[config.mk]
export PLATFORM = sky130hd
export DESIGN_NAME = tmr_cnt_ctrl
export DESIGN_NICKNAME = d
export VERILOG_FILES = /design/src/rtl/tmr_cnt_pkg.sv /design/src/rtl/tmr_prescaler.sv /design/src/rtl/tmr_ext_edge.sv /design/src/rtl/tmr_clr_sel.sv /design/src/rtl/tmr_cnt_ctrl.sv
export SDC_FILE = /design/constraint.sdc
export NUM_CORES = 1
export LEC_CHECK = 0
export ABC_AREA = 1
export CAP_MARGIN = 20
export CORE_MARGIN = 4
export CORE_UTILIZATION = 53
export CTS_BUF_LIST = sky130_fd_sc_hd__clkbuf_4 sky130_fd_sc_hd__clkbuf_8
export DETAILED_ROUTE_END_ITERATION = 8
export PLACE_DENSITY = 0.82
export SYNTH_ARGS = -nofsm -noshare
export SYNTH_HDL_FRONTEND = slang
export SYNTH_HIERARCHICAL = 1
export SYNTH_SLANG_ARGS = --single-unit
[constraint.sdc]
create_clock -name clk_i -period 2.11 [get_ports clk_i]
set_input_delay 0.633 -clock clk_i [delete_from_list [all_inputs] [get_ports clk_i]]
set_output_delay 0.633 -clock clk_i [all_outputs]
set_load 0.01 [all_outputs]
[src/rtl/tmr_cnt_pkg.sv]
`timescale 1ns/1ps
package tmr_cnt_pkg;
  localparam int CFG_W  = 8;
  localparam int N_EXT  = 4;
  localparam int N_TAPS = 4;
  localparam int N_EVT  = 4;

  typedef struct packed {
    logic [2:0] clr_sel;
    logic [1:0] edge_sel;
    logic [2:0] src_sel;
  } cfg_t;

  localparam logic [2:0] CLR_A = 3'b001;
  localparam logic [2:0] CLR_B = 3'b010;
  localparam logic [2:0] CLR_C = 3'b101;
  localparam logic [2:0] CLR_D = 3'b110;

  localparam logic [1:0] EDGE_RISE = 2'b00;
  localparam logic [1:0] EDGE_FALL = 2'b01;
endpackage

[src/rtl/tmr_prescaler.sv]
`timescale 1ns/1ps
module tmr_prescaler
  import tmr_cnt_pkg::*;
#(
  parameter int TAP_SHIFT = 2
) (
  input  logic              clk_i,
  input  logic              rst_ni,
  output logic [N_TAPS-1:0] tick_o
);
  localparam int PS_W = TAP_SHIFT * (N_TAPS - 1);

  logic [PS_W-1:0] ps_q;

  always_ff @(posedge clk_i or negedge rst_ni) begin
    if (!rst_ni) ps_q <= '0;
    else         ps_q <= ps_q + PS_W'(1);
  end

  for (genvar i = 0; i < N_TAPS; i++) begin : g_tap
    if (i == 0) begin : g_div1
      assign tick_o[i] = 1'b1;
    end else begin : g_divn
      assign tick_o[i] = &ps_q[i*TAP_SHIFT-1:0];

      a_r12_tap_gap: assert property (@(posedge clk_i) disable iff (!rst_ni)
        tick_o[i] |=> !tick_o[i]);
    end
  end
endmodule

[src/rtl/tmr_ext_edge.sv]
`timescale 1ns/1ps
module tmr_ext_edge
  import tmr_cnt_pkg::*;
#(
  parameter int SYNC_STAGES = 2
) (
  input  logic             clk_i,
  input  logic             rst_ni,
  input  logic [N_EXT-1:0] pin_i,
  output logic [N_EXT-1:0] rise_o,
  output logic [N_EXT-1:0] fall_o
);
  for (genvar p = 0; p < N_EXT; p++) begin : g_pin
    logic [SYNC_STAGES-1:0] sync_q;
    logic                   prev_q;

    always_ff @(posedge clk_i or negedge rst_ni) begin
      if (!rst_ni) begin
        sync_q <= '0;
        prev_q <= 1'b0;
      end else begin
        sync_q <= {sync_q[SYNC_STAGES-2:0], pin_i[p]};
        prev_q <= sync_q[SYNC_STAGES-1];
      end
    end

    assign rise_o[p] =  sync_q[SYNC_STAGES-1] & ~prev_q;
    assign fall_o[p] = ~sync_q[SYNC_STAGES-1] &  prev_q;

    a_r4_rise_single: assert property (@(posedge clk_i) disable iff (!rst_ni)
      rise_o[p] |=> !rise_o[p]);
    a_r5_fall_single: assert property (@(posedge clk_i) disable iff (!rst_ni)
      fall_o[p] |=> !fall_o[p]);
  end
endmodule

[src/rtl/tmr_clr_sel.sv]
`timescale 1ns/1ps
module tmr_clr_sel
  import tmr_cnt_pkg::*;
(
  input  logic [2:0]       clr_sel_i,
  input  logic [N_EVT-1:0] evt_i,
  input  logic [1:0]       buf_cd_i,
  input  logic             sync_en_i,
  input  logic             sync_clr_i,
  output logic             own_clr_o,
  output logic             clr_o
);
  logic sync_hit;

  always_comb begin
    unique case (clr_sel_i)
      CLR_A:   own_clr_o = evt_i[0];
      CLR_B:   own_clr_o = evt_i[1];
      CLR_C:   own_clr_o = evt_i[2] & ~buf_cd_i[0];  // buffer mode blocks C
      CLR_D:   own_clr_o = evt_i[3] & ~buf_cd_i[1];  // buffer mode blocks D
      default: own_clr_o = 1'b0;
    endcase
  end

  // 011 and 111 both mean "follow the other channels"
  assign sync_hit = (clr_sel_i[1:0] == 2'b11) & sync_en_i & sync_clr_i;
  assign clr_o    = own_clr_o | sync_hit;
endmodule

[src/rtl/tmr_cnt_ctrl.sv]
`timescale 1ns/1ps
module tmr_cnt_ctrl
  import tmr_cnt_pkg::*;
#(
  parameter int CNT_W       = 16,
  parameter int TAP_SHIFT   = 2,
  parameter int SYNC_STAGES = 2
) (
  input  logic             clk_i,
  input  logic             rst_ni,
  input  logic             cfg_we_i,
  input  logic [CFG_W-1:0] cfg_wdata_i,
  output logic [CFG_W-1:0] cfg_o,
  input  logic [N_EXT-1:0] ext_clk_i,
  input  logic [N_EVT-1:0] evt_i,
  input  logic [1:0]       buf_cd_i,
  input  logic             sync_en_i,
  input  logic             sync_clr_i,
  output logic [CNT_W-1:0] cnt_o,
  output logic             ovf_o,
  output logic             sync_clr_o
);
  cfg_t              cfg_q;
  logic [N_TAPS-1:0] tick;
  logic [N_EXT-1:0]  rise, fall;
  logic              own_clr, clr;
  logic              ext_hit, inc, wrap;
  logic [CNT_W-1:0]  cnt_q;
  logic              ovf_q;

  always_ff @(posedge clk_i or negedge rst_ni) begin
    if (!rst_ni)       cfg_q <= '0;
    else if (cfg_we_i) cfg_q <= cfg_t'(cfg_wdata_i);
  end

  tmr_prescaler #(.TAP_SHIFT(TAP_SHIFT)) u_presc (
    .clk_i  (clk_i),
    .rst_ni (rst_ni),
    .tick_o (tick)
  );

  tmr_ext_edge #(.SYNC_STAGES(SYNC_STAGES)) u_edge (
    .clk_i  (clk_i),
    .rst_ni (rst_ni),
    .pin_i  (ext_clk_i),
    .rise_o (rise),
    .fall_o (fall)
  );

  tmr_clr_sel u_clr (
    .clr_sel_i  (cfg_q.clr_sel),
    .evt_i      (evt_i),
    .buf_cd_i   (buf_cd_i),
    .sync_en_i  (sync_en_i),
    .sync_clr_i (sync_clr_i),
    .own_clr_o  (own_clr),
    .clr_o      (clr)
  );

  always_comb begin
    unique case (cfg_q.edge_sel)
      EDGE_RISE: ext_hit = rise[cfg_q.src_sel[1:0]];
      EDGE_FALL: ext_hit = fall[cfg_q.src_sel[1:0]];
      default:   ext_hit = rise[cfg_q.src_sel[1:0]] | fall[cfg_q.src_sel[1:0]];
    endcase
  end

  assign inc  = cfg_q.src_sel[2] ? ext_hit : tick[cfg_q.src_sel[1:0]];
  assign wrap = inc & (&cnt_q) & ~clr;

  always_ff @(posedge clk_i or negedge rst_ni) begin
    if (!rst_ni) begin
      cnt_q <= '0;
      ovf_q <= 1'b0;
    end else begin
      if (clr)      cnt_q <= '0;
      else if (inc) cnt_q <= cnt_q + CNT_W'(1);
      ovf_q <= wrap;
    end
  end

  assign cfg_o      = cfg_q;
  assign cnt_o      = cnt_q;
  assign ovf_o      = ovf_q;
  assign sync_clr_o = own_clr & sync_en_i;

  a_r9_clr_zero: assert property (@(posedge clk_i) disable iff (!rst_ni)
    clr |=> cnt_q == '0);
  a_r3_step: assert property (@(posedge clk_i) disable iff (!rst_ni)
    (!clr && inc) |=> cnt_q == CNT_W'($past(cnt_q) + 1'b1));
  a_r3_hold: assert property (@(posedge clk_i) disable iff (!rst_ni)
    (!clr && !inc) |=> $stable(cnt_q));
  a_r11_ovf_zero: assert property (@(posedge clk_i) disable iff (!rst_ni)
    ovf_o |-> cnt_q == '0);
  a_r11_ovf_pulse: assert property (@(posedge clk_i) disable iff (!rst_ni)
    ovf_o |=> !ovf_o);
  a_r7_buf_c: assert property (@(posedge clk_i) disable iff (!rst_ni)
    (buf_cd_i[0] && cfg_q.clr_sel == CLR_C) |-> !clr);
  a_r7_buf_d: assert property (@(posedge clk_i) disable iff (!rst_ni)
    (buf_cd_i[1] && cfg_q.clr_sel == CLR_D) |-> !clr);
  a_r8_sync_gate: assert property (@(posedge clk_i) disable iff (!rst_ni)
    (!sync_en_i && cfg_q.clr_sel[1:0] == 2'b11) |-> !clr);
  a_r10_req_clears: assert property (@(posedge clk_i) disable iff (!rst_ni)
    sync_clr_o |-> clr);
endmodule

Word level (Yosys, flattened, before mapping)
Index checks and enable logic that the tools add are counted.
- register bits after elaboration: 43
- bits of input ports: 23
- output and inout bits: 26
- logic and storage cells: 68
- add/subtract/negate cells: 2
- magnitude comparators: 1
- equal/unequal tests: 6
- multiplexer cells: 11
- bitwise gates (word level): 28
- reductions and logical operators: 6
- operators with widths (kind ; number):
    $mux 16 ; 2
    $add 16x1->16 const B ; 1
    $reduce_and 16->1 ; 1
    $and 1x1->1 ; 15
    $not 1->1 ; 11
    $add 6x1->6 const B ; 1
    $bmux 1 s2 ; 3
    $eq 3x3->1 const B ; 2
    $reduce_and 6->1 ; 1
    $mux 1 ; 4
    $pmux 1 s4 ; 1
    $reduce_and 4->1 ; 1
    $eq 3x1->1 const B ; 1
    $eq 3x2->1 const B ; 1
    $lt 2x3->1 const B ; 1
    $eq 2x1->1 const B ; 1
    $eq 2x2->1 const B ; 1
    $logic_not 2->1 ; 1
    $or 1x1->1 ; 2
    $pmux 1 s2 ; 1
    $reduce_and 2->1 ; 1
    $reduce_bool 2->1 ; 1

Longest topological paths before layout
- word-level depth: 9
- depth in mapped cells: 12
- gate-level depth less buffers: 11

By module
Netlist, hierarchy kept.
- by module, submodules not included (module ; times used ; cells an instance ; area an instance (um^2)):
    tmr_cnt_ctrl ; 1 ; 234 ; 1707.9
    tmr_ext_edge ; 1 ; 28 ; 360.3
    tmr_prescaler ; 1 ; 26 ; 261.5
    tmr_clr_sel ; 1 ; 18 ; 77.6

Least setup slack after synthesis
Ideal clock, no wire load.
- path kind: input port to output port
- from: input buf_cd_i[0]
- to: output sync_clr_o
- arrival: 1.047 ns
- data required time: 1.477 ns
- setup slack: 0.430 ns
- cell stages on the path: 7
- path buffers: 0
- cells stage by stage: inv_1 nand3_1 nand3_1 nand3_1 inv_1 nand2_1 inv_1
- word-level cells in the longest chain between the ends: 4
- ends and longest elaborated chain (item ; line ; text):
    from (decl) ; tmr_cnt_ctrl.sv:16 ; input logic [1:0] buf_cd_i,
    $not 1->1 ; tmr_clr_sel.sv:19 ; CLR_C: own_clr_o = evt_i[2] & ~buf_cd_i[0];
    $and 1x1->1 ; tmr_clr_sel.sv:19 ;
    $pmux 1 s4 ; tmr_clr_sel.sv:16 ; unique case (clr_sel_i)
    named net own_clr ; tmr_cnt_ctrl.sv:26 ; logic own_clr, clr;
    $and 1x1->1 ; tmr_cnt_ctrl.sv:85 ; assign sync_clr_o = own_clr & sync_en_i;
    to (decl) ; tmr_cnt_ctrl.sv:21 ; output logic sync_clr_o
The timed path passes the listed nets, and every way through them passes these cells.

Worst setup path in the final report
- from: input buf_cd_i[1]
- to: output sync_clr_o
- word-level cells in the longest chain between the ends: 4
- ends and longest elaborated chain (item ; line ; text):
    $not 1->1 ; tmr_clr_sel.sv:20 ; CLR_D: own_clr_o = evt_i[3] & ~buf_cd_i[1];
    $and 1x1->1 ; tmr_clr_sel.sv:20 ;
    $pmux 1 s4 ; tmr_clr_sel.sv:16 ;
    named net own_clr ; tmr_cnt_ctrl.sv:26 ;
    $and 1x1->1 ; tmr_cnt_ctrl.sv:85 ;
The timed path passes the listed nets, and every way through them passes these cells.

==> results.cfg <==
[yosys]
syn_area_per_cell_sq_um = 7.87
yosysWarnings = 6
synth.distinct_cells = 31
synthCells = 306
ys_ff_latch = 43
netlist_area_sq_um = 2410
synth.net_count = 331
seq_area_frac_synth = 0.447

[worst_setup_path]
crit_type = in2out
crit_path_max_fanout = 2
end_kind = output port
start_kind = primary input
cpMostUsedCell = nand3_2
slowest_delay_ps = 230
critical_path.slowest_cell = dlygate4sd2_1
critPathTopFamily = buffers and inverters
worst-path-buf-inv = 5
arrival_ps = 1450
crit_chain = dlygate4sd2_1, inv_1, nand3_2, nand3_2, nand3_2, inv_2, nand2_2, inv_2, buf_6
worstPathRequired_ps = 1480

[floorplanning]
pin_count = 49
rows = 24
die_area_sq_um = 5680
die_h_microns = 75.4
fp.coreArea_sq_um = 4380
die_x_microns = 75.4
start_util = 0.549

[cts]
cts_tree = built
clk_path_buf_depth = 2
cts_made_buffers = 5
clock_latency_ps = 300
htreeDepth = 2
cts.clk_slew.worst_paths_ps = 90
cts_root_buf = clkbuf_8
cts.sinks = 43

[place]
dpl.hpwl_microns = 3740
gp_congestion = 0.844
portBuffers = 48

[pwr]
power_density_nw_per_um2 = 654
power.leakage_uw = 0.00159
power_uw = 2110
ir_drop_uv = 503

[cells_and_area]
antenna_cells = 0
areaGrowthSynthToFinish_pct = 33.7
fin_nets = 390
final_util = 0.734
drive_above_1_share = 0.161

[sta]
maxSlewViolCount = 0
whs_ps = 357
fmax_mhz = 481
finClkSkew_ps = 6.71
final.min_clock_period_ps = 2080
setup_viol = 0
finalHoldViolations = 0
max_slew_margin = 0.638
min_period_over_period = 0.986
worst_pin_slew_ps = 543

[routing]
ant_nets = 0
drt_iter0_drc = 250
wirelength_microns = 6140
via_per_inst = 5.62
drc = 0
drt-wirelength-per-cell_microns = 14.7
vias = 2349
detail_route.first_pass.iterations = 5

[min_path]
hp-class = reg2reg

[global_routing]
grtUsageTotal = 0.233
grt_max_degree = 44
grt_pass1_wl_microns = 10100
antenna_found_initial = 0
grt_pass1_vias = 2234
gr-total-overflow = 0

[status]
status = complete, no violations

[run]
drv_cap = 0
## path summary, 6_finish.rpt
check / startpoint / to / slack [ps] / depth (start not counted)
setup / recovery: buf_cd_i[1] / sync_clr_o / 30 / 9
setup reg to reg: cfg_o[5] / cnt_o[5] / 110 / 13
hold reg to reg: u_edge/g_pin[1].sync_q[0] / u_edge/g_pin[1].sync_q[1] / 360 / 0
min in group asynchronous: rst_ni / u_edge/g_pin[3].sync_q[0] / 390 / 2
max in group asynchronous: rst_ni / cfg_o[5] / 1330 / 2
hold / removal: u_edge/g_pin[1].sync_q[0] / u_edge/g_pin[1].sync_q[1] / 360 / 0
## flip-flops by register name, indices dropped and copies added, names as in the netlist
| name | cells |
|---|---|
| u_presc/ps_q | 6 |
| u_edge/g_pin.sync_q | 8 |
| cnt_o | 16 |
| ovf_o | 1 |
| cfg_o | 8 |
| u_edge/g_pin.prev_q | 4 |
## kinds of logic after synthesis
family | synth area share
flip-flops | 0.447
XOR/XNOR | 0.0255
AO/OA/AOI/OAI | 0.0223
AND/OR/NAND/NOR | 0.371
other | 0.00156
buffers and inverters | 0.109
adder cells (fa/ha/maj) | 0.0104
multiplexers | 0.0140
## layout make-up
class | instances | area [sq um]
Fill cell | 325 | 1170
Multi-Input combinational cell | 202 | 1110
Sequential cell | 43 | 1080
Timing Repair Buffer | 60 | 649
Inverter | 53 | 213
Clock buffer | 6 | 82.6
Tap cell | 52 | 65.1
Clock inverter | 2 | 16.3
## stage by stage
stage | setup WS [ps] | area, sq um | TNS, ps | std cells
6_report | 29.3 | 3220 | 0 | 418
2_1_floorplan | 430 | 2410 | 0 | 306
3_5_place_dp | -559 | 2940 | -559 | 403
5_1_grt | -17.4 | 3220 | -17.4 | 418
4_1_cts | 12.9 | 3200 | 0 | 420
3_3_place_gp | -521 | 2940 | -521 | 403
## synth_stat cells (all sizes together)
cell    number  area, sq um
o21ai        6         33.8
nor3         3         15.0
xnor2        2         17.5
xor2         5         43.8
o21bai       1         7.51
o211ai       1         12.5
nor2        36          138
clkbuf       2         7.51
conb         1         3.75
clkinv       2         8.75
nand4       22          138
mux2         3         33.8
or2          1         6.26
dfrtp       43         1080
buf          6         53.8
nand3       40          285
ha           2         25.0
nand2       78          303
inv         51          191
nand3b       1         7.51
## worst reg2reg max path: stages, from the launching register on
cell	delay [ps]
dfrtp_2	460
inv_1	120
nand2_1	70
nand3b_1	120
nand3_2	120
buf_6	130
buf_4	120
buf_4	120
buf_4	130
nand2_4	80
clkinv_8	100
buf_12	150
nand4_1	100
nand2_1	80
## repair_timing
item | 4_1_cts | 5_1_grt
setup buffers | 7 | 0
pin swaps | 16 | 6
gates resized for setup | 21 | 14
hold buffers | 0 | 0
hold endpoints to repair | 0 | 0
setup endpoints to repair | 1 | 18
gates cloned | 4 | 0
## cells in the final DEF, fill, tap and decap left out, types with 3 or more instances in the layout
| cell | instances |
|---|---|
| nand3_4 | 3 |
| clkdlybuf4s50_1 | 40 |
| buf_4 | 6 |
| clkbuf_8 | 6 |
| inv_1 | 47 |
| nand3_2 | 16 |
| dlygate4sd2_1 | 5 |
| inv_2 | 3 |
| dfrtp_1 | 42 |
| nand2_2 | 3 |
| nand2_1 | 73 |
| o21ai_0 | 5 |
| nor3_1 | 3 |
| nand4_1 | 22 |
| nand3_1 | 21 |
| xor2_1 | 5 |
| buf_16 | 3 |
| mux2_2 | 3 |
| nor2_1 | 35 |
## layer usage
layer,part of all wire,track usage,vias up
met2,0.49,0.373,141
met3,0.099,0.0580,30
met4,0.032,0.132,0
li1,-,-,1086
met5,0,0,-
met1,0.38,0.286,1092
## power by group
group	total (uW)	switching, uW	internal, uW
Sequential	952	77.9	874
Clock	571	304	267
Combinational	583	297	286
Total	2110	679	1430
No activity file was read; power rests on OpenSTA's default activity.
